[config.mk]
export PLATFORM = sky130hd
export DESIGN_NAME = sdram_boot_seq
export DESIGN_NICKNAME = d
export VERILOG_FILES = /design/src/rtl/sdram_boot_pkg.sv /design/src/rtl/sdram_boot_timer.sv /design/src/rtl/sdram_boot_fsm.sv /design/src/rtl/sdram_boot_cmd.sv /design/src/rtl/sdram_boot_seq.sv
export SDC_FILE = /design/constraint.sdc
export NUM_CORES = 1
export LEC_CHECK = 0
export CELL_PAD_IN_SITES_DETAIL_PLACEMENT = 1
export CELL_PAD_IN_SITES_GLOBAL_PLACEMENT = 2
export CORE_MARGIN = 2
export CORE_UTILIZATION = 26
export CTS_CLUSTER_SIZE = 30
export DETAILED_ROUTE_END_ITERATION = 16
export MAX_ROUTING_LAYER = met4
export PLACE_DENSITY_LB_ADDON = 0.1
export SLEW_MARGIN = 20
export SYNTH_ARGS = -nofsm -noshare
export SYNTH_HDL_FRONTEND = slang
export SYNTH_SLANG_ARGS = --single-unit
[constraint.sdc]
create_clock -name clk -period 5.5 [get_ports clk]
set_clock_uncertainty 0.05 [all_clocks]
set_input_delay 1.1 -clock clk [delete_from_list [all_inputs] [get_ports clk]]
set_output_delay 1.1 -clock clk [all_outputs]
set_load 0.02 [all_outputs]
[src/rtl/sdram_boot_pkg.sv]
package sdram_boot_pkg;

  typedef enum logic [3:0] {
    ST_PWR   = 4'd0,
    ST_CKE   = 4'd1,
    ST_PRE   = 4'd2,
    ST_WRP   = 4'd3,
    ST_REF1  = 4'd4,
    ST_WRFC1 = 4'd5,
    ST_REF2  = 4'd6,
    ST_WRFC2 = 4'd7,
    ST_LMR   = 4'd8,
    ST_WMRD1 = 4'd9,
    ST_LEMR  = 4'd10,
    ST_WMRD2 = 4'd11,
    ST_DONE  = 4'd12
  } boot_st_t;

  // {cs_n, ras_n, cas_n, we_n}
  localparam logic [3:0] CMD_IDLE = 4'b0111;
  localparam logic [3:0] CMD_PALL = 4'b0010;
  localparam logic [3:0] CMD_AREF = 4'b0001;
  localparam logic [3:0] CMD_LOAD = 4'b0000;

  localparam logic [1:0] BA_EXT = 2'b10;

  // Counter load for a gap of t idle cycles (the gap state lasts t cycles).
  function automatic logic [31:0] gap_load(input logic [31:0] t);
    return (t == 32'd0) ? 32'd0 : t - 32'd1;
  endfunction

endpackage

[src/rtl/sdram_boot_timer.sv]
module sdram_boot_timer #(
  parameter int CNT_W = 16
) (
  input  logic             clk,
  input  logic             rst,
  input  logic [CNT_W-1:0] rst_val,
  input  logic             load,
  input  logic [CNT_W-1:0] load_val,
  output logic             zero
);
  logic [CNT_W-1:0] cnt_q;

  always_ff @(posedge clk) begin
    if (rst)            cnt_q <= rst_val;
    else if (load)      cnt_q <= load_val;
    else if (cnt_q != '0) cnt_q <= cnt_q - 1'b1;
  end

  assign zero = (cnt_q == '0);
endmodule

[src/rtl/sdram_boot_fsm.sv]
module sdram_boot_fsm
  import sdram_boot_pkg::*;
#(
  parameter int CNT_W = 16,
  parameter int TIM_W = 8
) (
  input  logic             clk,
  input  logic             rst,
  input  logic             mobile_en,
  input  logic [TIM_W-1:0] cfg_trp,
  input  logic [TIM_W-1:0] cfg_trfc,
  input  logic [TIM_W-1:0] cfg_tmrd,
  input  logic             tmr_zero,
  output boot_st_t         state,
  output logic             tmr_load,
  output logic [CNT_W-1:0] tmr_val
);
  boot_st_t st_q, st_d;
  logic [31:0] ld32;

  // Gap lookup for the command state being left and the state after the gap.
  logic [TIM_W-1:0] gap_t;
  boot_st_t         after_gap;
  boot_st_t         gap_st;

  always_comb begin
    gap_t     = '0;
    after_gap = ST_DONE;
    gap_st    = ST_DONE;
    case (st_q)
      ST_PRE:  begin gap_t = cfg_trp;  gap_st = ST_WRP;   after_gap = ST_REF1; end
      ST_REF1: begin gap_t = cfg_trfc; gap_st = ST_WRFC1; after_gap = ST_REF2; end
      ST_REF2: begin gap_t = cfg_trfc; gap_st = ST_WRFC2; after_gap = ST_LMR;  end
      ST_LMR:  begin gap_t = cfg_tmrd; gap_st = ST_WMRD1;
                     after_gap = mobile_en ? ST_LEMR : ST_DONE; end
      ST_LEMR: begin gap_t = cfg_tmrd; gap_st = ST_WMRD2; after_gap = ST_DONE; end
      default: ;
    endcase
  end

  assign ld32 = gap_load(32'(gap_t));

  always_comb begin
    st_d     = st_q;
    tmr_load = 1'b0;
    tmr_val  = ld32[CNT_W-1:0];
    case (st_q)
      ST_PWR:   if (tmr_zero) st_d = ST_CKE;
      ST_CKE:   st_d = ST_PRE;
      ST_PRE, ST_REF1, ST_REF2, ST_LMR, ST_LEMR: begin
        if (gap_t == '0) st_d = after_gap;
        else begin
          st_d     = gap_st;
          tmr_load = 1'b1;
        end
      end
      ST_WRP:   if (tmr_zero) st_d = ST_REF1;
      ST_WRFC1: if (tmr_zero) st_d = ST_REF2;
      ST_WRFC2: if (tmr_zero) st_d = ST_LMR;
      ST_WMRD1: if (tmr_zero) st_d = mobile_en ? ST_LEMR : ST_DONE;
      ST_WMRD2: if (tmr_zero) st_d = ST_DONE;
      ST_DONE:  st_d = ST_DONE;
      default:  st_d = ST_PWR;
    endcase
  end

  always_ff @(posedge clk) begin
    if (rst) st_q <= ST_PWR;
    else     st_q <= st_d;
  end

  assign state = st_q;
endmodule

[src/rtl/sdram_boot_cmd.sv]
module sdram_boot_cmd
  import sdram_boot_pkg::*;
#(
  parameter int ADDR_W = 13
) (
  input  boot_st_t          state,
  input  logic [ADDR_W-1:0] cfg_mode,
  input  logic [ADDR_W-1:0] cfg_ext_mode,
  output logic              cke,
  output logic [3:0]        cmd,
  output logic [ADDR_W-1:0] addr,
  output logic [1:0]        ba,
  output logic              ready
);
  always_comb begin
    cke   = (state != ST_PWR);
    ready = (state == ST_DONE);
    cmd   = CMD_IDLE;
    addr  = '0;
    ba    = '0;
    case (state)
      ST_PRE: begin
        cmd      = CMD_PALL;
        addr[10] = 1'b1;
      end
      ST_REF1, ST_REF2: cmd = CMD_AREF;
      ST_LMR: begin
        cmd  = CMD_LOAD;
        addr = cfg_mode;
      end
      ST_LEMR: begin
        cmd  = CMD_LOAD;
        addr = cfg_ext_mode;
        ba   = BA_EXT;
      end
      default: ;
    endcase
  end
endmodule

[src/rtl/sdram_boot_seq.sv]
module sdram_boot_seq
  import sdram_boot_pkg::*;
#(
  parameter int ADDR_W = 13,
  parameter int CNT_W  = 16,
  parameter int TIM_W  = 8
) (
  input  logic              clk,
  input  logic              rst,
  input  logic              mobile_en,
  input  logic [CNT_W-1:0]  cfg_init_wait,
  input  logic [TIM_W-1:0]  cfg_trp,
  input  logic [TIM_W-1:0]  cfg_trfc,
  input  logic [TIM_W-1:0]  cfg_tmrd,
  input  logic [ADDR_W-1:0] cfg_mode,
  input  logic [ADDR_W-1:0] cfg_ext_mode,
  output logic              cke,
  output logic              cs_n,
  output logic              ras_n,
  output logic              cas_n,
  output logic              we_n,
  output logic [ADDR_W-1:0] addr,
  output logic [1:0]        ba,
  output logic              ready
);
  localparam bit WIDTHS_OK = (ADDR_W >= 11) && (TIM_W <= CNT_W);

  boot_st_t         state;
  logic             tmr_load, tmr_zero;
  logic [CNT_W-1:0] tmr_val;
  logic [3:0]       cmd;

  // Named internal events for the checker
  logic ev_pre, ev_emr;
  assign ev_pre = (state == ST_PRE);
  assign ev_emr = (state == ST_LEMR);

  initial begin
    if (!WIDTHS_OK) $error("sdram_boot_seq: width parameters out of range");
  end

  sdram_boot_timer #(.CNT_W(CNT_W)) timer_i (
    .clk(clk), .rst(rst), .rst_val(cfg_init_wait),
    .load(tmr_load), .load_val(tmr_val), .zero(tmr_zero)
  );

  sdram_boot_fsm #(.CNT_W(CNT_W), .TIM_W(TIM_W)) fsm_i (
    .clk(clk), .rst(rst), .mobile_en(mobile_en),
    .cfg_trp(cfg_trp), .cfg_trfc(cfg_trfc), .cfg_tmrd(cfg_tmrd),
    .tmr_zero(tmr_zero), .state(state),
    .tmr_load(tmr_load), .tmr_val(tmr_val)
  );

  sdram_boot_cmd #(.ADDR_W(ADDR_W)) cmd_i (
    .state(state), .cfg_mode(cfg_mode), .cfg_ext_mode(cfg_ext_mode),
    .cke(cke), .cmd(cmd), .addr(addr), .ba(ba), .ready(ready)
  );

  assign {cs_n, ras_n, cas_n, we_n} = cmd;
endmodule

Yosys cells after proc, flatten, opt, wreduce, memory -nomap -nowiden
Cells that the tools add are included.
{ "op_classes": {"add_sub_neg": 2, "n_eq_ne": 18, "n_mux": 23, "n_reduce_logical": 10} }
{ "ops": {"columns": ["cell", "n"], "rows": [
  ["$mux 16", 4],
  ["$pmux 4 s9", 1],
  ["$mux 4", 7],
  ["$pmux 8 s3", 1],
  ["$eq 4x4->1 const B", 5],
  ["$pmux 10 s2", 1],
  ["$pmux 4 s5", 1],
  ["$eq 4x3->1 const B", 4],
  ["$logic_not 16->1", 1],
  ["$pmux 4 s4", 1],
  ["$reduce_bool 16->1", 1],
  ["$sub 16x1->16 const B", 1],
  ["$ne 2x1->1 const B", 6],
  ["$pmux 3 s3", 1],
  ["$sub 8x1->9 const B", 1],
  ["$eq 4x2->1 const B", 2],
  ["$logic_not 8->1", 1],
  ["$reduce_and 6->1", 1],
  ["$reduce_or 5->1", 1],
  ["$eq 4x1->1 const B", 1],
  ["$logic_not 4->1", 1],
  ["$pmux 2 s2", 1],
  ["$reduce_bool 4->1", 1],
  ["$reduce_or 2->1", 2],
  ["5 further kinds", 6]
]} }
{ "totals": {"register_bits": 20, "in_bits": 69, "out_inout_bits": 21, "elab_cells": 55} }

Depth between registers and ports, before layout
Gate-level depths: netlist of the first run.
{ "logic_depth": {"word_depth": 8, "depth_mapped": 11, "mapped_depth_nobuf": 8} }

Modules after synthesis
Synthesis of the first run repeated with hierarchy kept, for this count alone.
{ "hier_totals": {"hier_cells": 297, "hier_area_um2": 2468.6} }
{ "by_module_without_submodules": {"columns": ["module", "n_inst", "cells_per_inst", "area_per_inst_um2", "seq_area_each_um2"], "rows": [
  ["sdram_boot_timer", 1, 120, 1144.8, 480.5],
  ["sdram_boot_fsm", 1, 130, 985.9, 80.1],
  ["sdram_boot_cmd", 1, 47, 337.8, 0.0]
]} }

Least setup slack after synthesis of the first run
Ideal clock, no wire load.
{ "synth_timing": {"path_kind": "input -> register", "from": "input cfg_tmrd[0]", "to": "register timer_i.cnt_q[0] (enable)", "setup_ns": 0.333, "arrival_time_ns": 3.002, "path_slack_ns": 2.115, "stages": 8, "path_buffers": 2, "cell_sequence": "and2_1 > a221oi_1 > ha_1 > and4_1 > buf_2 > a21oi_2 > buf_6 > or3_1"} }
{ "synth_via": {"elab_chain_len": 5} }
{ "synth_lines": {"columns": ["element", "line", "text"], "rows": [
  ["start, declared", "sdram_boot_seq.sv:14", "input logic [TIM_W-1:0] cfg_tmrd,"],
  ["$pmux 8 s3", "sdram_boot_fsm.sv:30", "case (st_q)"],
  ["$logic_not 8->1", "sdram_boot_fsm.sv:51", "if (gap_t == '0) st_d = after_gap;"],
  ["$mux 1", "sdram_boot_fsm.sv:51", null],
  ["$mux 1", "sdram_boot_fsm.sv:47", "case (st_q)"],
  ["$reduce_bool 3->1 (no source line)", null, null],
  ["end signal, assigned", "sdram_boot_timer.sv:14", "if (rst) cnt_q <= rst_val;"],
  ["end signal, assigned", "sdram_boot_timer.sv:15", "else if (load) cnt_q <= load_val;"],
  ["end signal, assigned", "sdram_boot_timer.sv:16", "else if (cnt_q != '0) cnt_q <= cnt_q - 1'b1;"],
  ["end, declared", "sdram_boot_timer.sv:11", "logic [CNT_W-1:0] cnt_q;"]
]} }
Every way passes these cells.
A chain may end at the register's enable or synchronous reset.

Final worst setup path of the first run
{ "layout_timing": {"from": "register fsm_i.st_q[3] (netlist: fsm_i.state[3])", "to": "output addr[10]"} }
{ "layout_via": {"elab_chain_len": 2} }
{ "layout_lines": {"columns": ["element", "line", "text"], "rows": [
  ["start, declared", "sdram_boot_fsm.sv:18", "boot_st_t st_q, st_d;"],
  ["start signal, assigned", "sdram_boot_fsm.sv:69", "else st_q <= st_d;"],
  ["$eq 4x4->1 / $eq 4x2->1 (equally long branches)", "sdram_boot_cmd.sv:21", "case (state)"],
  ["$pmux 1 s3 (*)", "sdram_boot_cmd.sv:21", null],
  ["end, declared", "sdram_boot_seq.sv:22", "output logic [ADDR_W-1:0] addr,"]
]} }
Every way passes the cells marked *; elsewhere a longest branch is shown, timed or not.

==> results of run 1 <==
-- cell families after synthesis --
family          after synthesis  synth area share (%)
simple gates                 99                  28.8
xor+xnor                     18                  7.36
compound gates               69                  27.8
buf+inv                      26                  6.54
flops                        20                  26.2
fa+ha+maj                     3                  1.69
other cells                   1                 0.175
mux                           3                  1.46
-- registers in the layout, indices dropped and copies added (netlist names) --
name,count
timer_i.cnt_q,16
fsm_i.state,4
-- power breakdown --
part | switching [mW] | leakage, nW | total [mW] | internal, mW
sequential | 0.0157 | 0.205 | 0.196 | 0.180
clock | 0.0507 | 0.0288 | 0.114 | 0.0637
combinational | 0.0342 | 0.837 | 0.101 | 0.0668
-- metal layers --
| metal | GRT usage, % | vias to the layer above | share of wire [%] |
|---|---|---|---|
| li1 | - | 1074 | - |
| met1 | 21.7 | 984 | 50 |
| met2 | 24.1 | 70 | 43 |
| met3 | 2.95 | 8 | 5.3 |
| met4 | 3.62 | 0 | 1.1 |
| met5 | - | - | 0 |
-- worst paths after layout --
check	to	cells after the start
min reg2reg	timer_i.cnt_q[9]$_DFFE_PP_	2
max	addr[10]	5
min	timer_i.cnt_q[9]$_DFFE_PP_	2
max reg2reg	timer_i.cnt_q[8]$_DFFE_PP_	7
-- stage by stage --
step,power (mW),setup slack (ps),util (%),std cells
after floorplan,0.240,2110,-,240
after global placement,0.300,1630,38.1,418
after detailed placement,0.301,1500,38.1,418
after CTS,0.416,1340,38.7,422
after global routing,0.433,1060,38.7,422
final,0.411,1420,38.7,422
-- final cells by class --
| class | count | area (um2) | area share [%] |
|---|---|---|---|
| multi-input combinational | 194 | 1450 | 46.1 |
| timing repair buffer | 94 | 923 | 29.4 |
| sequential | 20 | 561 | 17.9 |
| tap | 105 | 131 | 4.19 |
| clock buffer | 4 | 55.1 | 1.76 |
| inverter | 5 | 18.8 | 0.599 |
-- cell usage in the layout (no fill, tap or decap), types with 3 or more instances in the layout --
cell type        instances
clkdlybuf4s50_1         87
dfxtp_1                  4
nor4bb_1                 9
xor2_1                   8
a22o_1                  12
o31ai_2                  8
nor2_1                  14
nand2_1                 26
or3_1                    5
nand4_1                  3
edfxtp_1                16
inv_1                    4
nand3_1                 10
a21oi_1                  7
nor3_1                   4
clkbuf_8                 4
o21ai_1                  5
a31oi_1                  3
buf_4                    7
o22ai_1                  5
and2_1                   6
xnor2_1                 10
a221oi_1                 3
o21ai_0                  7
-- worst max-delay path: stages (launching register included) --
cell             delay (ps)
dfxtp_1                 920
nand2_1                 210
nor3b_1                 490
buf_4                   270
a221o_1                 160
clkdlybuf4s50_1         610
==> impl_metrics.py, run 1 <==
metrics = {
    "setup_path": {
        "crit_start": "fsm_i.state[3]$_SDFFE_PP0P_",
        "cp.required_ps": 4350,
        "r2r_start": "fsm_i.state[3]$_SDFFE_PP0P_",
        "worstSetupStartpointType": "register",
        "crit_path_end_kind": "output pin",
        "cp_data_arrival_time_ps": 2930,
        "r2r_slack_ps": 1880,
        "worstPathMaxFanout": 28,
        "path_class": "register to output pin",
    },
    "detailed_routing": {
        "drc": 0,
        "finalWirelength_um": 6650,
        "drt_pass1_iterations": 4,
        "antenna_left": 0,
        "vias": 2136,
        "viasPerCell": 5.06,
        "first_iter_violations": 100,
        "wire_per_inst_um": 15.8,
    },
    "floorplanning": {
        "die-height_um": 94.8,
        "core_area_mm2": 0.00809,
        "die_w_um": 94.8,
        "start_util_pct": 26.5,
        "die_area_mm2": 0.00899,
        "row_count": 33,
        "boundaryPins": 90,
    },
    "synthesis": {
        "synth_edf_count": 16,
        "netlist_instances": 239,
        "synthesis.area_mm2": 0.00214,
        "async_reset_ff_share_pct": 0,
        "synth_top_area_cell": "edfxtp_1",
        "ys_types": 66,
        "yosys_register_bits": 20,
        "post-synth-top-count-cell": "nand2_1",
        "synth_top_area_share_pct": 22.4,
        "avgSynthCellArea_um2": 8.97,
        "ys_warn_count": 0,
        "ys_top_cells_by_count": "nand2_1, edfxtp_1, nor2_1, a22o_1",
        "synth_area_leaders": "edfxtp_1, a22o_1, o31ai_2",
        "ys_seq_area_share_pct": 26.2,
        "synth-main-ff-cell": "edfxtp_1",
    },
    "timing": {
        "setup-tns-final_ps": 0,
        "rsz0062_at_grt": "false",
        "setup_viol": 0,
        "fin_crit_ps": 4080,
        "max_clock_freq_mhz": 245,
        "slew_headroom_pct": 39.7,
        "tightest_slew_ps": 903,
        "slew_violations": 0,
        "hold_violations": 0,
        "hold_ws_ps": 679,
        "fin_crit_sh_pct": 74.1,
    },
    "place": {
        "io_buffers": 87,
        "dpl_cell_area_mm2": 0.00308,
        "gp_congestion": 0.750,
        "hpwl_um": 5180,
    },
    "min_path": {
        "hold_class": "register to register",
        "min_from": "timer_i.cnt_q[9]$_DFFE_PP_",
    },
    "final_layout": {
        "layout.nets": 389,
        "area_delta_synth_final_pct": 46.3,
        "antennaDiodeCount": 0,
        "drive_above_1_share_pct": 13.2,
        "fillerInstances": 973,
        "final_area_mm2": 0.00314,
    },
    "cts": {
        "path_clk_slew_ps": 90,
        "cts_tree": "built",
        "post-cts-setup-buffer-count": 0,
        "cts_resized": 0,
        "cts_buffers": 3,
        "numClockSinks": 20,
        "cts-hold-fix-buffers": 0,
        "insertion_delay_ps": 260,
        "clk_path_buf_depth": 2,
        "cts_max_level": 1,
        "root_buffer": "clkbuf_8",
    },
    "global_routing": {
        "antenna_found_initial": 0,
        "grtUsageTotal_pct": 15.8,
        "overflow": 0,
        "grt_first_pass_wirelength_um": 10900,
        "grt_max_degree": 34,
        "grt_pass1_vias": 2206,
    },
    "power_and_ir_drop": {
        "ir_drop_uv": 46.4,
        "power_density_mw_per_mm2": 131,
        "power_leakage_nw": 1.07,
    },
    "run": {
        "drv_cap": 0,
    },
    "status": {
        "status": "complete, no violations",
    },
}
No activity file was read; power rests on OpenSTA's default activity.
==> run 2: changes to the inputs <==
--- a/config.mk
+++ b/config.mk
@@ -8,7 +8,7 @@
 export CELL_PAD_IN_SITES_DETAIL_PLACEMENT = 1
 export CELL_PAD_IN_SITES_GLOBAL_PLACEMENT = 2
 export CORE_MARGIN = 2
-export CORE_UTILIZATION = 26
+export CORE_UTILIZATION = 22
 export CTS_CLUSTER_SIZE = 30
 export DETAILED_ROUTE_END_ITERATION = 16
 export MAX_ROUTING_LAYER = met4
==> constraint.sdc (replaced) <==
create_clock -name clk -period 3.3 [get_ports clk]
set_clock_uncertainty 0.05 [all_clocks]
set_input_delay 0.66 -clock clk [delete_from_list [all_inputs] [get_ports clk]]
set_output_delay 0.66 -clock clk [all_outputs]
set_load 0.02 [all_outputs]
==> impl_metrics.py, run 2 (synthesized netlist as in run 1, its figures left out) <==
metrics = {
    "floorplanning": {
        "die_area_mm2": 0.0105,
        "core_area_mm2": 0.00959,
        "row_count": 36,
        "die-height_um": 103,
        "die_w_um": 103,
        "start_util_pct": 22.3,
        "boundaryPins": 90,
    },
    "cts": {
        "path_clk_slew_ps": 70,
        "cts_max_level": 1,
        "cts_resized": 0,
        "root_buffer": "clkbuf_8",
        "cts-hold-fix-buffers": 0,
        "post-cts-setup-buffer-count": 0,
        "cts_buffers": 3,
        "insertion_delay_ps": 250,
        "clk_path_buf_depth": 2,
        "cts_tree": "built",
        "numClockSinks": 20,
    },
    "timing": {
        "hold_ws_ps": 668,
        "max_clock_freq_mhz": 328,
        "slew_violations": 0,
        "rsz0062_at_grt": "false",
        "setup_ws_ps": 254,
        "hold_violations": 0,
        "fin_crit_ps": 3050,
        "slew_headroom_pct": 59.3,
        "fin_crit_sh_pct": 92.3,
        "setup-tns-final_ps": 0,
        "tightest_slew_ps": 608,
        "setup_viol": 0,
    },
    "min_path": {
        "worstHoldPathCells": 2,
        "min_to": "timer_i.cnt_q[13]$_DFFE_PP_",
        "min_from": "timer_i.cnt_q[13]$_DFFE_PP_",
        "hold_class": "register to register",
    },
    "setup_path": {
        "path_cells": "buf_4 > inv_1 > a21oi_1 > or2_2 > clkdlybuf4s50_1",
        "worstPathMaxFanout": 10,
        "ff2ff_path_depth": 9,
        "path_delay_family": "buffers and inverters",
        "r2r_start": "fsm_i.state[2]$_SDFFE_PP0P_",
        "cp_num_buf_inv": 3,
        "crit_path_end_kind": "output pin",
        "reg2reg_to": "timer_i.cnt_q[14]$_DFFE_PP_",
        "worstSetupStartpointType": "register",
        "r2r_slack_ps": 570,
        "slowest_delay_ps": 610,
        "path_class": "register to output pin",
        "crit_path_top_delay_cell": "clkdlybuf4s50_1",
        "cp.required_ps": 2590,
        "cp_data_arrival_time_ps": 2340,
    },
    "final_layout": {
        "antennaDiodeCount": 0,
        "final_common_cell": "clkdlybuf4s50_1",
        "largest_reg_flops": 16,
        "final_cells": 463,
        "layout_common_cells": "clkdlybuf4s50_1, nand2_1, buf_4",
        "largest-register": "timer_i.cnt_q",
        "fillerInstances": 1129,
        "layout.nets": 402,
        "drive_above_1_share_pct": 16.4,
        "area_delta_synth_final_pct": 52.0,
    },
    "power_and_ir_drop": {
        "power_density_mw_per_mm2": 203,
        "ir_drop_uv": 75.1,
        "p_total_mw": 0.662,
        "power_leakage_nw": 1.13,
    },
    "detailed_routing": {
        "drc": 0,
        "drt_pass1_iterations": 4,
        "first_iter_violations": 90,
        "antenna_left": 0,
        "wire_per_inst_um": 15.5,
        "viasPerCell": 4.84,
        "vias": 2240,
        "finalWirelength_um": 7190,
    },
    "place": {
        "hpwl_um": 5770,
        "io_buffers": 87,
        "dp_slack_ps": 222,
        "dpl.cell_count": 459,
        "gp_congestion": 0.726,
    },
    "global_routing": {
        "grt_first_pass_wirelength_um": 11500,
        "overflow": 0,
        "grt_max_degree": 20,
        "antenna_found_initial": 0,
        "grt_pass1_vias": 2305,
        "grtUsageTotal_pct": 14.4,
    },
    "run": {
        "drv_cap": 0,
    },
    "status": {
        "status": "complete, no violations",
    },
}
[run 2: worst max-delay path by stage]
stage / start / to / slack (ps) / cells after the start
4_1_cts: fsm_i.state[0]$_SDFFE_PP0P_ / we_n / 180 / 5
3_5_place_dp: cfg_tmrd[1] / timer_i.cnt_q[12]$_DFFE_PP_ / 220 / 8
2_1_floorplan: cfg_tmrd[0] / timer_i.cnt_q[0]$_DFFE_PP_ / 350 / 8
3_3_place_gp: cfg_tmrd[1] / timer_i.cnt_q[13]$_DFFE_PP_ / 290 / 8
6_report: fsm_i.state[0]$_SDFFE_PP0P_ / we_n / 250 / 5
5_1_grt: fsm_i.state[0]$_SDFFE_PP0P_ / we_n / 50 / 5
[run 2: through the flow]
step	util, %	area (um2)
final	34.0	3260
after global placement	33.5	3210
after detailed placement	33.5	3210
after global routing	34.0	3260
after CTS	34.0	3260
after floorplan	-	2150
[run 2: metal layers]
| metal | vias up | wire length (um) | track usage [%] |
|---|---|---|---|
| met1 | 1054 | 3500 | 19.2 |
| met3 | 2 | 522 | 3.19 |
| li1 | 1098 | - | - |
| met2 | 86 | 3110 | 22.2 |
| met5 | - | 0 | - |
| met4 | 0 | 60 | 3.59 |
[run 2: cell type report]
| class | instances | area, um2 | share of cell area (%) |
|---|---|---|---|
| clock buffer | 4 | 45.0 | 1.38 |
| tap | 133 | 166 | 5.11 |
| timing repair buffer | 107 | 1020 | 31.3 |
| multi-input combinational | 194 | 1450 | 44.4 |
| sequential | 20 | 561 | 17.2 |
| inverter | 5 | 18.8 | 0.576 |
[run 2: worst min-delay path: stages, from the launching register on]
cell and delay [ps]:
edfxtp_1 360, xnor2_1 140, o31ai_2 60
[run 2: where the power goes]
part / total [mW] / switching (mW) / internal (mW)
logic: 0.170 / 0.0582 / 0.112
clock network: 0.164 / 0.0779 / 0.0858
registers: 0.328 / 0.0280 / 0.300
total: 0.662 / 0.164 / 0.498
